## src/rtl/irq_steer_pkg.sv

```systemverilog
package irq_steer_pkg;
  localparam int unsigned NSRC = 6;
  localparam int unsigned DW   = 8;
  localparam int unsigned AW   = 2;

  localparam logic [AW-1:0] OFS_PEND = 2'd0;
  localparam logic [AW-1:0] OFS_MASK = 2'd1;
  localparam logic [AW-1:0] OFS_DEST = 2'd2;
  localparam logic [AW-1:0] OFS_ENA  = 2'd3;

  typedef enum int unsigned {
    SRC_SELECT = 0,
    SRC_DMA    = 1,
    SRC_BUSRST = 2,
    SRC_PARITY = 3,
    SRC_PHASE  = 4,
    SRC_DISC   = 5
  } src_e;
endpackage

```

## src/rtl/irq_steer_pend.sv

```systemverilog
module irq_steer_pend
  import irq_steer_pkg::*;
#(
  parameter int unsigned N = NSRC
) (
  input  logic         clk_i,
  input  logic         rst_n_i,
  input  logic [N-1:0] evt_i,
  input  logic         dma_rx_i,
  input  logic         buf_empty_i,
  input  logic         hs_busy_i,
  input  logic         clr_i,
  output logic [N-1:0] pend_o
);
  logic [N-1:0] pend_q, pend_d, set_vec;
  logic         defer_q, defer_d;
  logic         drained, dma_now, dma_late;

  assign drained  = buf_empty_i & ~hs_busy_i;
  assign dma_now  = evt_i[SRC_DMA] & (~dma_rx_i | drained);
  assign dma_late = defer_q & drained;

  always_comb begin
    set_vec          = evt_i;
    set_vec[SRC_DMA] = dma_now | dma_late;
    pend_d           = (pend_q & {N{~clr_i}}) | set_vec;
    defer_d          = defer_q;
    if (evt_i[SRC_DMA] && dma_rx_i && !drained) begin
      defer_d = 1'b1;
    end else if (drained) begin
      defer_d = 1'b0;
    end
  end

  always_ff @(posedge clk_i or negedge rst_n_i) begin
    if (!rst_n_i) begin
      pend_q  <= '0;
      defer_q <= 1'b0;
    end else begin
      pend_q  <= pend_d;
      defer_q <= defer_d;
    end
  end

  assign pend_o = pend_q;
endmodule

```

## src/rtl/irq_steer_regs.sv

```systemverilog
module irq_steer_regs
  import irq_steer_pkg::*;
#(
  parameter int unsigned N = NSRC,
  parameter int unsigned W = DW,
  parameter int unsigned A = AW
) (
  input  logic         clk_i,
  input  logic         rst_n_i,
  input  logic         sel_i,
  input  logic         wr_i,
  input  logic [A-1:0] addr_i,
  input  logic [W-1:0] wdata_i,
  input  logic [N-1:0] pend_i,
  output logic [W-1:0] rdata_o,
  output logic [N-1:0] mask_o,
  output logic [N-1:0] dest_o,
  output logic         en_o,
  output logic         clr_o
);
  localparam int unsigned PAD = W - N;

  logic [N-1:0] mask_q, mask_d, dest_q, dest_d;
  logic         en_q, en_d;
  logic         wr_mask, wr_dest, wr_en;
  logic         unused_wdata;

  assign unused_wdata = ^wdata_i[W-1:N];
  assign wr_mask = sel_i & wr_i & (addr_i == OFS_MASK);
  assign wr_dest = sel_i & wr_i & (addr_i == OFS_DEST);
  assign wr_en   = sel_i & wr_i & (addr_i == OFS_ENA);
  assign clr_o   = sel_i & ~wr_i & (addr_i == OFS_PEND);

  always_comb begin
    mask_d = wr_mask ? wdata_i[N-1:0] : mask_q;
    dest_d = wr_dest ? wdata_i[N-1:0] : dest_q;
    en_d   = wr_en   ? wdata_i[0]     : en_q;
  end

  always_ff @(posedge clk_i or negedge rst_n_i) begin
    if (!rst_n_i) begin
      mask_q <= '0;
      dest_q <= '0;
      en_q   <= 1'b0;
    end else begin
      mask_q <= mask_d;
      dest_q <= dest_d;
      en_q   <= en_d;
    end
  end

  always_comb begin
    unique case (addr_i)
      OFS_PEND: rdata_o = {{PAD{1'b0}}, pend_i};
      OFS_MASK: rdata_o = {{PAD{1'b0}}, mask_q};
      OFS_DEST: rdata_o = {{PAD{1'b0}}, dest_q};
      default:  rdata_o = {{(W-1){1'b0}}, en_q};
    endcase
  end

  assign mask_o = mask_q;
  assign dest_o = dest_q;
  assign en_o   = en_q;
endmodule

```

## src/rtl/irq_steer_route.sv

```systemverilog
module irq_steer_route
  import irq_steer_pkg::*;
#(
  parameter int unsigned N     = NSRC,
  parameter int unsigned NLINE = 2
) (
  input  logic             clk_i,
  input  logic             rst_n_i,
  input  logic [N-1:0]     pend_i,
  input  logic [N-1:0]     mask_i,
  input  logic [N-1:0]     dest_i,
  input  logic             en_i,
  output logic [NLINE-1:0] irq_o
);
  logic [NLINE-1:0] irq_q, irq_d;

  for (genvar g = 0; g < NLINE; g++) begin : g_line
    logic [N-1:0] pick;
    always_comb begin
      for (int k = 0; k < N; k++) begin
        pick[k] = (int'(dest_i[k]) == g);
      end
      irq_d[g] = en_i & |(pend_i & mask_i & pick);
    end
  end

  always_ff @(posedge clk_i or negedge rst_n_i) begin
    if (!rst_n_i) irq_q <= '0;
    else          irq_q <= irq_d;
  end

  assign irq_o = irq_q;
endmodule

```

## src/rtl/irq_steer.sv

```systemverilog
module irq_steer
  import irq_steer_pkg::*;
(
  input  logic            clk_i,
  input  logic            rst_n_i,
  input  logic [NSRC-1:0] evt_i,
  input  logic            dma_rx_i,
  input  logic            buf_empty_i,
  input  logic            hs_busy_i,
  input  logic            sel_i,
  input  logic            wr_i,
  input  logic [AW-1:0]   addr_i,
  input  logic [DW-1:0]   wdata_i,
  output logic [DW-1:0]   rdata_o,
  output logic [1:0]      irq_o
);
  logic [NSRC-1:0] pend_q, mask_q, dest_q;
  logic            en_q, clr;

  irq_steer_pend #(.N(NSRC)) i_pend (
    .clk_i(clk_i), .rst_n_i(rst_n_i), .evt_i(evt_i), .dma_rx_i(dma_rx_i),
    .buf_empty_i(buf_empty_i), .hs_busy_i(hs_busy_i), .clr_i(clr),
    .pend_o(pend_q)
  );

  irq_steer_regs #(.N(NSRC), .W(DW), .A(AW)) i_regs (
    .clk_i(clk_i), .rst_n_i(rst_n_i), .sel_i(sel_i), .wr_i(wr_i),
    .addr_i(addr_i), .wdata_i(wdata_i), .pend_i(pend_q), .rdata_o(rdata_o),
    .mask_o(mask_q), .dest_o(dest_q), .en_o(en_q), .clr_o(clr)
  );

  irq_steer_route #(.N(NSRC), .NLINE(2)) i_route (
    .clk_i(clk_i), .rst_n_i(rst_n_i), .pend_i(pend_q), .mask_i(mask_q),
    .dest_i(dest_q), .en_i(en_q), .irq_o(irq_o)
  );
endmodule

```

## config.mk

```make
export PLATFORM = sky130hd
export DESIGN_NAME = irq_steer
export DESIGN_NICKNAME = d
export VERILOG_FILES = /design/src/rtl/irq_steer_pkg.sv /design/src/rtl/irq_steer_pend.sv /design/src/rtl/irq_steer_regs.sv /design/src/rtl/irq_steer_route.sv /design/src/rtl/irq_steer.sv
export SDC_FILE = /design/constraint.sdc
export NUM_CORES = 1
export LEC_CHECK = 0
export BUFFER_PORTS_ARGS = -buffer_cell sky130_fd_sc_hd__buf_2
export CAP_MARGIN = 20
export CORE_MARGIN = 4
export CORE_UTILIZATION = 40
export DETAILED_ROUTE_END_ITERATION = 16
export PLACE_DENSITY = 0.64
export REMOVE_ABC_BUFFERS = 1
export SYNTH_ARGS = -nofsm -noshare
export SYNTH_HDL_FRONTEND = slang
export SYNTH_HIERARCHICAL = 1
export SYNTH_SLANG_ARGS = --single-unit
```

## constraint.sdc

```tcl
create_clock -name clk_i -period 1.1 [get_ports clk_i]
set_input_delay 0.22 -clock clk_i [delete_from_list [all_inputs] [get_ports clk_i]]
set_output_delay 0.22 -clock clk_i [all_outputs]
set_load 0.02 [all_outputs]
```

* Word level (Yosys, flattened, before mapping)
Cells that the tools add are included.
** Cells by class
- Mux-type cells :: 3
- Equal/unequal tests :: 3
- Bitwise gates (word level) :: 28
- Reduce and logical (&&, ||, !) cells :: 7
** Operators with widths (count)
- 6-bit AND :: 4
- 6-bit one-hot mux with 3 select lines :: 1
- 6-bit OR reduction :: 2
- 1-bit AND :: 11
- 1-bit NOT :: 10
- 6-bit bitwise OR :: 1
- 2-bit equality test (second input constant) :: 2
- 2-bit by 1-bit equality test with 1-bit output (second input constant) :: 1
- 1-bit logical AND :: 2
- 2-bit logical NOT :: 1
- 1-bit two-way mux :: 2
- 1-bit bitwise OR :: 2
- 2-bit nonzero test :: 1
- 1-bit logical NOT :: 1
** Word-level totals
- Flip-flop bits (word level) :: 22
- Output and inout port bits :: 10
- Bits of input ports :: 23

* Logic depth before layout (Yosys ltp)
Gate-level depths: netlist (run 1).
- Word-level depth :: 6
- Depth in mapped cells :: 4

* Hierarchy
The synthesis (run 1) kept the hierarchy.
** By module, submodules not included
- irq_steer_regs :: area each 695.7 um^2, cells an instance 47, instances 1
- irq_steer_pend :: area each 270.3 um^2, cells an instance 20, instances 1
- irq_steer_route :: area each 147.6 um^2, cells an instance 21, instances 1

* Worst setup path after synthesis (run 1)
No wires, ideal clock.
- Kind :: input to output
- Start point :: input port addr_i[0]
- End point :: output port rdata_o[0]
- Required time :: 0.880 ns
- Setup slack :: -0.060 ns
- Path buffers :: 1
- Cell stages on the path :: 2
- Arrival :: 0.940 ns
- Cell sequence :: buf_4 mux4_2
** On the way
- Longest elaborated chain between the ends :: 2
- Elaborated cells on any way between the ends :: 4
- Those cells by class :: eq/ne: 2; mux: 1; reduce/logical: 1
** Ends and longest elaborated chain
- start, declared :: RTL line irq_steer.sv:12 : input logic [AW-1:0] addr_i,
- 2-bit equality test (tied with other cells) :: RTL line irq_steer_regs.sv:53 : unique case (addr_i)
- 6-bit one-hot mux with 3 select lines * :: RTL line irq_steer_regs.sv:53
- end, declared :: RTL line irq_steer.sv:14 : output logic [DW-1:0] rdata_o,
Every way passes the cells marked *; elsewhere a longest branch is shown, timed or not.

* Final worst setup path (run 1)
- Start point :: register i_regs.dest_q[0], in the netlist i_regs/dest_o[0]
- End point :: output port rdata_o[0]
** On the way
- Longest elaborated chain between the ends :: 1
** Ends and longest elaborated chain
- start, declared :: RTL line irq_steer_regs.sv:23 : logic [N-1:0] mask_q, mask_d, dest_q, dest_d;
- start signal, assigned :: RTL line irq_steer_regs.sv:47 : dest_q <= dest_d;
- 6-bit one-hot mux with 3 select lines :: RTL line irq_steer_regs.sv:53
No other way between the ends.

==> flow_metrics.env, run 1 <==
export IMPL_gp_congestion=0.7570
export IMPL_cts_sinks=22
export IMPL_grt_max_degree=23
export IMPL_setup_ws_ns=-0.4749
export IMPL_violations="negative setup slack"
export IMPL_synth_area_per_cell_um2=12.65
export IMPL_chipHeight_um=60.76
export IMPL_crit_fanout=4
export IMPL_dr_total_vias=894
export IMPL_rsz0062_at_grt="yes"
export IMPL_vias_per_cell=5.321
export IMPL_cts_clk_slew_worst_paths_ns=0.12
export IMPL_postSynthCellCount=88
export IMPL_setup_viol=8
export IMPL_cp_slowest_cell="mux4_2"
export IMPL_start_util=0.4337
export IMPL_slew_viol_final=0
export IMPL_die_area_um2=3692
export IMPL_grt_pass1_vias=924
export IMPL_area_delta_synth_final_pct=36.63
export IMPL_grt_usage=0.1560
export IMPL_boundaryPins=33
export IMPL_required_ns=0.88
export IMPL_postRouteAntennaNets=0
export IMPL_antenna_found_initial=0
export IMPL_grt_pass1_wl_um=4146
export IMPL_fin_worst_skew_ns=0.007201
export IMPL_numCtsBuffers=3
export IMPL_synth_warnings=6
export IMPL_status="finished with violations"
export IMPL_grt_overflow_total=0
export IMPL_hpwl_um=1776
export IMPL_wl_um=2558
export IMPL_core_area_um2=2567
export IMPL_cpPeakStageDelay_ns=0.48
export IMPL_cts_buffer_depth=2
export IMPL_num_rows=18
export IMPL_synth_seq_area_share=0.4944
export IMPL_setup_tns_ns=-1.541
export IMPL_hold_class="in -> reg"
export IMPL_finalCritPeriodShare=1.432
export IMPL_htree_levels=1
export IMPL_drv_cap=0
export IMPL_crit_path_start_kind="register"
export IMPL_io_buffers=28
export IMPL_whs_ns=0.07730
export IMPL_layout_nets=162
export IMPL_hold_violations=0
export IMPL_ir_drop_mv=1.016
export IMPL_fin_crit_ns=1.575
export IMPL_avgRoutedWirePerCell_um=15.23
export IMPL_drtIter0Drc=34
export IMPL_synth_distinct_cells=24
export IMPL_die_w_um=60.76
export IMPL_clk_latency_ns=0.31
export IMPL_synth_seq_cells=22
export IMPL_syn_area_um2=1114
export IMPL_fill_cells=231
export IMPL_dr_pass1_iters=4
export IMPL_fmax_ghz=0.6350
export IMPL_crit_type="reg -> out"
export IMPL_crit_arrival_ns=1.35
export IMPL_drc=0
export IMPL_power_density_nw_per_um2=1497
export IMPL_cp_end_kind="output port"
export IMPL_cts_root_buf="clkbuf_4"
export IMPL_drive_gt1_frac=0.5507
export IMPL_cts_tree="yes"
export IMPL_p_leak_nw=0.7301
export IMPL_diodes=0
export IMPL_path_cells="mux4_2 -> buf_6"
-- cell usage after synthesis (all sizes together) --
cell type / count / area share
o31a: 1 / 0.0079
mux4: 1 / 0.020
o2bb2ai: 6 / 0.053
nor2: 2 / 0.0067
inv: 2 / 0.0067
nor2b: 1 / 0.012
nand4: 2 / 0.011
o22ai: 3 / 0.017
dfrtp: 22 / 0.49
and2b: 1 / 0.0067
a21oi: 2 / 0.012
nand4b: 2 / 0.043
conb: 1 / 0.0034
mux2i: 5 / 0.045
a21o: 5 / 0.034
buf: 4 / 0.030
nor4b: 1 / 0.0079
o21a: 1 / 0.0067
mux2: 13 / 0.13
nand3: 6 / 0.027
nand2: 7 / 0.024
-- worst max-delay path, delay by kind of cell, from the launching register on --
family / cells / cell delay (ns)
buffers and inverters: 1 / 0.15
flip-flops: 1 / 0.43
multiplexers: 1 / 0.48
-- metrics by stage --
stage               utilization  cell area [um2]  total power [mW]  worst slack (ns)  instances
floorplan                     -             1084             1.423          -0.03324         85
global placement         0.5195             1334             1.658           -0.1496        151
detailed placement       0.5195             1334             1.678           -0.1688        151
CTS                      0.5741             1474             2.226           -0.4881        166
global route             0.5926             1521             2.424           -0.5456        168
finish                   0.5926             1521             2.278           -0.4749        168
-- kinds of logic after synthesis --
logic type,share of synthesized area
flip-flops,0.4944
AND/OR/NAND/NOR,0.1382
multiplexers,0.1966
buffers and inverters,0.03708
other,0.003368
AO/OA/AOI/OAI,0.1303
-- area by class of cell --
cell class | instances | area (um2) | share of cell area
clock buffers | 4 | 36.28 | 0.02385
inverters | 2 | 7.507 | 0.004934
multi-input cells | 61 | 550.5 | 0.3618
flip-flops and latches | 22 | 550.5 | 0.3618
well taps | 30 | 37.54 | 0.02467
repair buffers | 49 | 339.1 | 0.2229
-- flip-flops by register name (all words and copies together) (netlist names) --
name,cells
i_regs/dest_o,6
i_pend/defer_q,1
i_regs/mask_o,6
i_route/irq_o,2
i_pend/pend_o,6
i_regs/en_o,1
-- metal layers --
layer	global-route usage	routed length [um]
met1	0.1955	1055
met2	0.2534	1279
met3	0.04468	161
met4	0.06192	61
met5	0	0
-- where the power goes --
group	internal [mW]	total [mW]	switching (mW)
sequential	0.950	1.05	0.101
clock	0.202	0.443	0.241
combinational	0.424	0.783	0.359
-- repair_timing --
action	4_1_cts	5_1_grt
hold buffers	1	0
gates cloned	0	0
buffers inserted	10	4
pin swaps	5	2
endpoints found under the setup margin	6	7
gates resized for setup	7	8
hold endpoints to repair	22	0
-- path summary, 6_finish.rpt --
kind	from	to	slack, ns	cells after the start
max reg2reg	i_pend/pend_o[2]$_DFF_PN0_	i_route/irq_o[0]$_DFF_PN0_	-0.02	4
max in group asynchronous	rst_n_i	i_regs/en_o$_DFFE_PN0P_	0.38	2
min reg2reg	i_pend/defer_q$_DFFE_PN0P_	i_pend/defer_q$_DFFE_PN0P_	0.52	2
min in group asynchronous	rst_n_i	i_regs/mask_o[4]$_DFFE_PN0P_	0.38	2
min	evt_i[5]	i_pend/pend_o[5]$_DFF_PN0_	0.08	2
max	i_regs/dest_o[0]$_DFFE_PN0P_	rdata_o[0]	-0.47	2
-- layout by cell type (no fill, tap or decap), types with 3 or more instances in the layout --
master / instances
nand3_1: 6
buf_6: 3
mux2i_1: 5
nand2_1: 4
buf_4: 22
buf_2: 22
clkbuf_4: 3
o2bb2ai_1: 5
dfrtp_1: 22
a21o_1: 5
mux2_2: 13
Note: power is estimated with default switching activity, not from simulation.
==> run 2, diff against run 1 <==
- RECOVER_POWER: default -> 25
==> flow_metrics.env, run 2 (synthesized netlist as in run 1, its figures left out) <==
export IMPL_diodes=0
export IMPL_cpPeakStageDelay_ns=0.48
export IMPL_grt_pass1_vias=924
export IMPL_cp_end_kind="output port"
export IMPL_crit_arrival_ns=1.35
export IMPL_dr_total_vias=894
export IMPL_violations="negative setup slack"
export IMPL_setup_ws_ns=-0.4749
export IMPL_numCtsBuffers=3
export IMPL_cts_tree="yes"
export IMPL_fmax_ghz=0.6350
export IMPL_grt_overflow_total=0
export IMPL_required_ns=0.88
export IMPL_die_area_um2=3692
export IMPL_whs_ns=0.07739
export IMPL_drc=0
export IMPL_cts_clk_slew_worst_paths_ns=0.12
export IMPL_drive_gt1_frac=0.5507
export IMPL_fill_cells=231
export IMPL_hpwl_um=1776
export IMPL_fin_worst_skew_ns=0.007123
export IMPL_grt_pass1_wl_um=4146
export IMPL_cp_num_buf_inv=1
export IMPL_dr_pass1_iters=4
export IMPL_finalCritPeriodShare=1.432
export IMPL_antenna_found_initial=0
export IMPL_status="finished with violations"
export IMPL_p_leak_nw=0.7303
export IMPL_path_cells="mux4_2 -> buf_6"
export IMPL_slew_viol_final=0
export IMPL_cp_top_family="multiplexers"
export IMPL_cp_slowest_cell="mux4_2"
export IMPL_power_density_nw_per_um2=1497
export IMPL_rsz0062_at_grt="yes"
export IMPL_crit_fanout=4
export IMPL_layout_common_cells="22 x dfrtp_1, 22 x buf_4, 21 x buf_2"
export IMPL_core_area_um2=2567
export IMPL_max_slew_margin_rel=0.6432
export IMPL_chipHeight_um=60.76
export IMPL_hold_violations=0
export IMPL_vias_per_cell=5.321
export IMPL_cts_root_buf="clkbuf_4"
export IMPL_setup_viol=8
export IMPL_num_rows=18
export IMPL_rrSetupSlack_ns=-0.02
export IMPL_final_core_util=0.5926
export IMPL_worst_slew_pin_slew_ns=0.5352
export IMPL_area_delta_synth_final_pct=36.63
export IMPL_layout_nets=162
export IMPL_io_buffers=28
export IMPL_boundaryPins=33
export IMPL_postRouteAntennaNets=0
export IMPL_htree_levels=1
export IMPL_crit_path_start_kind="register"
export IMPL_clk_latency_ns=0.31
export IMPL_crit_type="reg -> out"
export IMPL_avgRoutedWirePerCell_um=15.22
export IMPL_start_util=0.4337
export IMPL_grt_usage=0.1560
export IMPL_wl_um=2557
export IMPL_drtIter0Drc=34
export IMPL_die_w_um=60.76
export IMPL_gp_congestion=0.7570
export IMPL_cts_buffer_depth=2
export IMPL_drv_cap=0
export IMPL_hold_class="in -> reg"
export IMPL_grt_max_degree=23
export IMPL_ir_drop_mv=1.016
export IMPL_fin_crit_ns=1.575
export IMPL_cts_sinks=22
## run 2: cell types whose count changed in the layout (fill, tap and decap cells not counted)
cell,change
buf_2,-1
clkbuf_2,+1
## run 2: power breakdown
group / internal (mW) / switching, mW
Combinational: 0.423 / 0.359
Clock: 0.202 / 0.241
Sequential: 0.950 / 0.101
Total: 1.58 / 0.702
## run 2: area by class of cell
cell class / count / area (um2) / area share
Multi-Input combinational cell: 61 / 550.5 / 0.3618
Tap cell: 30 / 37.54 / 0.02467
Timing Repair Buffer: 49 / 339.1 / 0.2229
Inverter: 2 / 7.507 / 0.004934
Sequential cell: 22 / 550.5 / 0.3618
Clock buffer: 4 / 36.28 / 0.02385
## run 2: per-layer routing
metal	routed length [um]	global-route usage	share of wire	vias up
li1	-	-	-	434
met1	1054	0.1955	0.41	421
met2	1279	0.2534	0.50	33
met3	161	0.04468	0.063	6
met4	61	0.06192	0.024	0
met5	0	0	0	-
## run 2: worst register-to-register path: cells and delay by family, from the launching register on
family                 cells  cell delay (ns)
AO/OA/AOI/OAI              2             0.40
buffers and inverters      1             0.13
flip-flops                 1             0.42
AND/OR/NAND/NOR            1             0.07
## run 2: path summary, 6_finish.rpt
check,cells past startpoint,endpoint,startpoint
max in group asynchronous,2,i_regs/en_o$_DFFE_PN0P_,rst_n_i
worst max register to register,4,i_route/irq_o[0]$_DFF_PN0_,i_pend/pend_o[2]$_DFF_PN0_
worst min register to register,2,i_pend/defer_q$_DFFE_PN0P_,i_pend/defer_q$_DFFE_PN0P_
worst max-delay path,2,rdata_o[0],i_regs/dest_o[0]$_DFFE_PN0P_
worst min-delay path,2,i_pend/pend_o[5]$_DFF_PN0_,evt_i[5]
min in group asynchronous,2,i_regs/dest_o[5]$_DFFE_PN0P_,rst_n_i
## run 2: timing repair
action | 4_1_cts | 5_1_grt
setup endpoints to repair | 6 | 7
resized for setup | 7 | 8
pin swaps | 5 | 2
endpoints found under the hold margin | 22 | 0
setup buffers | 10 | 4
hold buffers | 1 | 0
## run 2: through the flow
step / std cells / setup WS (ns) / power, mW / area, um2 / TNS [ns]
after floorplan: 85 / -0.03324 / 1.423 / 1084 / -0.03324
after global placement: 151 / -0.1496 / 1.658 / 1334 / -1.961
after detailed placement: 151 / -0.1688 / 1.678 / 1334 / -2.200
after CTS: 166 / -0.4881 / 2.226 / 1474 / -1.565
after global routing: 168 / -0.5456 / 2.424 / 1521 / -1.988
final: 168 / -0.4749 / 2.278 / 1521 / -1.540
==> run 3, diff against run 2 <==
- SYNTH_HIERARCHICAL: 1 -> default
==> flow_metrics.env, run 3 <==
export IMPL_cts_root_buf="clkbuf_4"
export IMPL_layout_nets=170
export IMPL_wl_um=2732
export IMPL_cp_slowest_cell="mux4_2"
export IMPL_synth_warnings=0
export IMPL_boundaryPins=33
export IMPL_postRouteAntennaNets=0
export IMPL_sw_frac_of_total=0.3146
export IMPL_p_int_mw=1.525
export IMPL_drv_cap=0
export IMPL_cpPeakStageDelay_ns=0.47
export IMPL_finalCritPeriodShare=1.402
export IMPL_start_util=0.4256
export IMPL_required_ns=0.88
export IMPL_cts_sinks=22
export IMPL_rsz0062_at_grt="yes"
export IMPL_num_rows=18
export IMPL_fmax_ghz=0.6484
export IMPL_grt_overflow_total=0
export IMPL_cts_buffer_depth=2
export IMPL_setup_ws_ns=-0.4423
export IMPL_synthFlopType="dfrtp_1"
export IMPL_synth_distinct_cells=21
export IMPL_numCtsBuffers=3
export IMPL_fin_worst_skew_ns=0.002093
export IMPL_drc=0
export IMPL_core_area_um2=2522
export IMPL_grt_pass1_wl_um=4271
export IMPL_die_area_um2=3577
export IMPL_dr_total_vias=912
export IMPL_crit_path_start_kind="register"
export IMPL_fin_crit_ns=1.542
export IMPL_whs_ns=0.09518
export IMPL_cp_end_kind="output port"
export IMPL_setup_viol=7
export IMPL_drive_gt1_frac=0.5724
export IMPL_status="finished with violations"
export IMPL_avgRoutedWirePerCell_um=15.61
export IMPL_synthArstFlopShare=1.000
export IMPL_violations="negative setup slack"
export IMPL_crit_fanout=2
export IMPL_slew_viol_final=0
export IMPL_grt_max_degree=23
export IMPL_synth_seq_area_share=0.5128
export IMPL_worst_slew_pin_slew_ns=0.5579
export IMPL_hold_class="in -> reg"
export IMPL_seq_power_share=0.472
export IMPL_clkPwrFrac=0.160
export IMPL_die_w_um=59.81
export IMPL_area_delta_synth_final_pct=41.61
export IMPL_synthTopCellsByCount="22 x dfrtp_1, 14 x nand2_1, 12 x mux2_2, 6 x o21ai_0"
export IMPL_finalPower_mw=2.224
export IMPL_gp_congestion=0.8120
export IMPL_path_cells="mux4_2 -> buf_6"
export IMPL_pre_cts_ws_ns=-0.2740
export IMPL_p_switching_mw=0.6999
export IMPL_grt_usage=0.1622
export IMPL_vias_per_cell=5.211
export IMPL_hold_violations=0
export IMPL_yosysTopAreaCellShare=0.5128
export IMPL_antenna_found_initial=0
export IMPL_synth_seq_cells=22
export IMPL_postSynthCellCount=93
export IMPL_synth_area_per_cell_um2=11.54
export IMPL_dr_pass1_iters=4
export IMPL_pwr_share_comb=0.368
export IMPL_synth_edf_count=0
export IMPL_crit_type="reg -> out"
export IMPL_final_core_util=0.6027
export IMPL_clk_latency_ns=0.30
export IMPL_cts_clk_slew_worst_paths_ns=0.11
export IMPL_p_leak_nw=0.7243
export IMPL_synthMostInstantiatedCell="dfrtp_1"
export IMPL_grt_pass1_vias=971
export IMPL_power_density_nw_per_um2=1463
export IMPL_htree_levels=1
export IMPL_io_buffers=28
export IMPL_final_common_cell="buf_2"
export IMPL_layout_common_cells="26 x buf_2, 21 x dfrtp_1, 19 x buf_4"
export IMPL_synth_top_cells_by_area="dfrtp_1 51%, mux2_2 13%, nand2_1 4.9%"
export IMPL_diodes=0
export IMPL_max_slew_margin_rel=0.6281
export IMPL_rrSetupSlack_ns=-0.02
export IMPL_crit_arrival_ns=1.32
export IMPL_chipHeight_um=59.81
export IMPL_ir_drop_mv=0.8289
export IMPL_yosysTopAreaCell="dfrtp_1"
export IMPL_hpwl_um=2036
export IMPL_drtIter0Drc=36
export IMPL_syn_area_um2=1074
export IMPL_cts_tree="yes"
run 3: power groups by stage:
stage | sequential [mW] | combinational [mW] | clock [mW]
final | 1.05 | 0.818 | 0.355
after global routing | 1.07 | 0.881 | 0.410
after CTS | 1.04 | 0.741 | 0.375
after detailed placement | 1.07 | 0.623 | 0
after global placement | 1.06 | 0.607 | 0
after floorplan | 1.08 | 0.314 | 0
run 3: cell type report:
type / count / area, um2
tap: 30 / 37.54
fill: 211 / 1002
inverter: 1 / 3.754
sequential: 22 / 551.8
clock buffer: 3 / 22.52
timing repair buffer: 53 / 355.3
multi-input combinational: 66 / 549.3
run 3: what timing repair did:
action | 4_1_cts | 5_1_grt
setup buffers | 9 | 5
hold buffers | 1 | 0
pin swaps | 1 | 4
setup endpoints to repair | 7 | 8
endpoints found under the hold margin | 22 | 0
gates resized for setup | 11 | 14
run 3: cell families after synthesis:
family          count (synthesis)  share of synthesized area
mux                            18                     0.1935
simple gates                   25                     0.1340
flops                          22                     0.5128
compound gates                 21                     0.1224
buf+inv                         6                    0.03380
other cells                     1                   0.003493
run 3: per-stage QoR:
stage	setup TNS, ns	area (um2)	cells
floorplan	-0.3032	1045	89
global placement	-4.101	1328	161
detailed placement	-4.241	1328	161
CTS	-1.446	1454	174
global route	-1.820	1520	175
finish	-1.417	1520	175
run 3: per-layer routing:
layer  global-route usage  vias up  share of wire
li1                     -      440              -
met1               0.1793      432           0.41
met2               0.2917       32           0.51
met3              0.04320        8          0.066
met4              0.06329        0          0.020
met5                    0        -              0
run 3: worst paths after layout:
| kind | start | end | depth (start not counted) |
|---|---|---|---|
| hold / removal | evt_i[0] | i_pend.pend_o[0]$_DFF_PN0_ | 2 |
| setup reg to reg | i_regs.dest_o[1]$_DFFE_PN0P_ | i_route.irq_o[1]$_DFF_PN0_ | 5 |
| setup / recovery | i_pend.pend_o[0]$_DFF_PN0_ | rdata_o[0] | 2 |
| hold reg to reg | i_pend.defer_q$_DFFE_PN0P_ | i_pend.defer_q$_DFFE_PN0P_ | 2 |
| min in group asynchronous | rst_n_i | i_pend.pend_o[0]$_DFF_PN0_ | 2 |
| max in group asynchronous | rst_n_i | i_regs.mask_o[5]$_DFFE_PN0P_ | 2 |
run 3: worst max-delay path, delay by kind of cell (launching register included):
kind	cells	cell delay [ns]
muxes	1	0.47
DFF	1	0.41
buffers and inverters	1	0.15
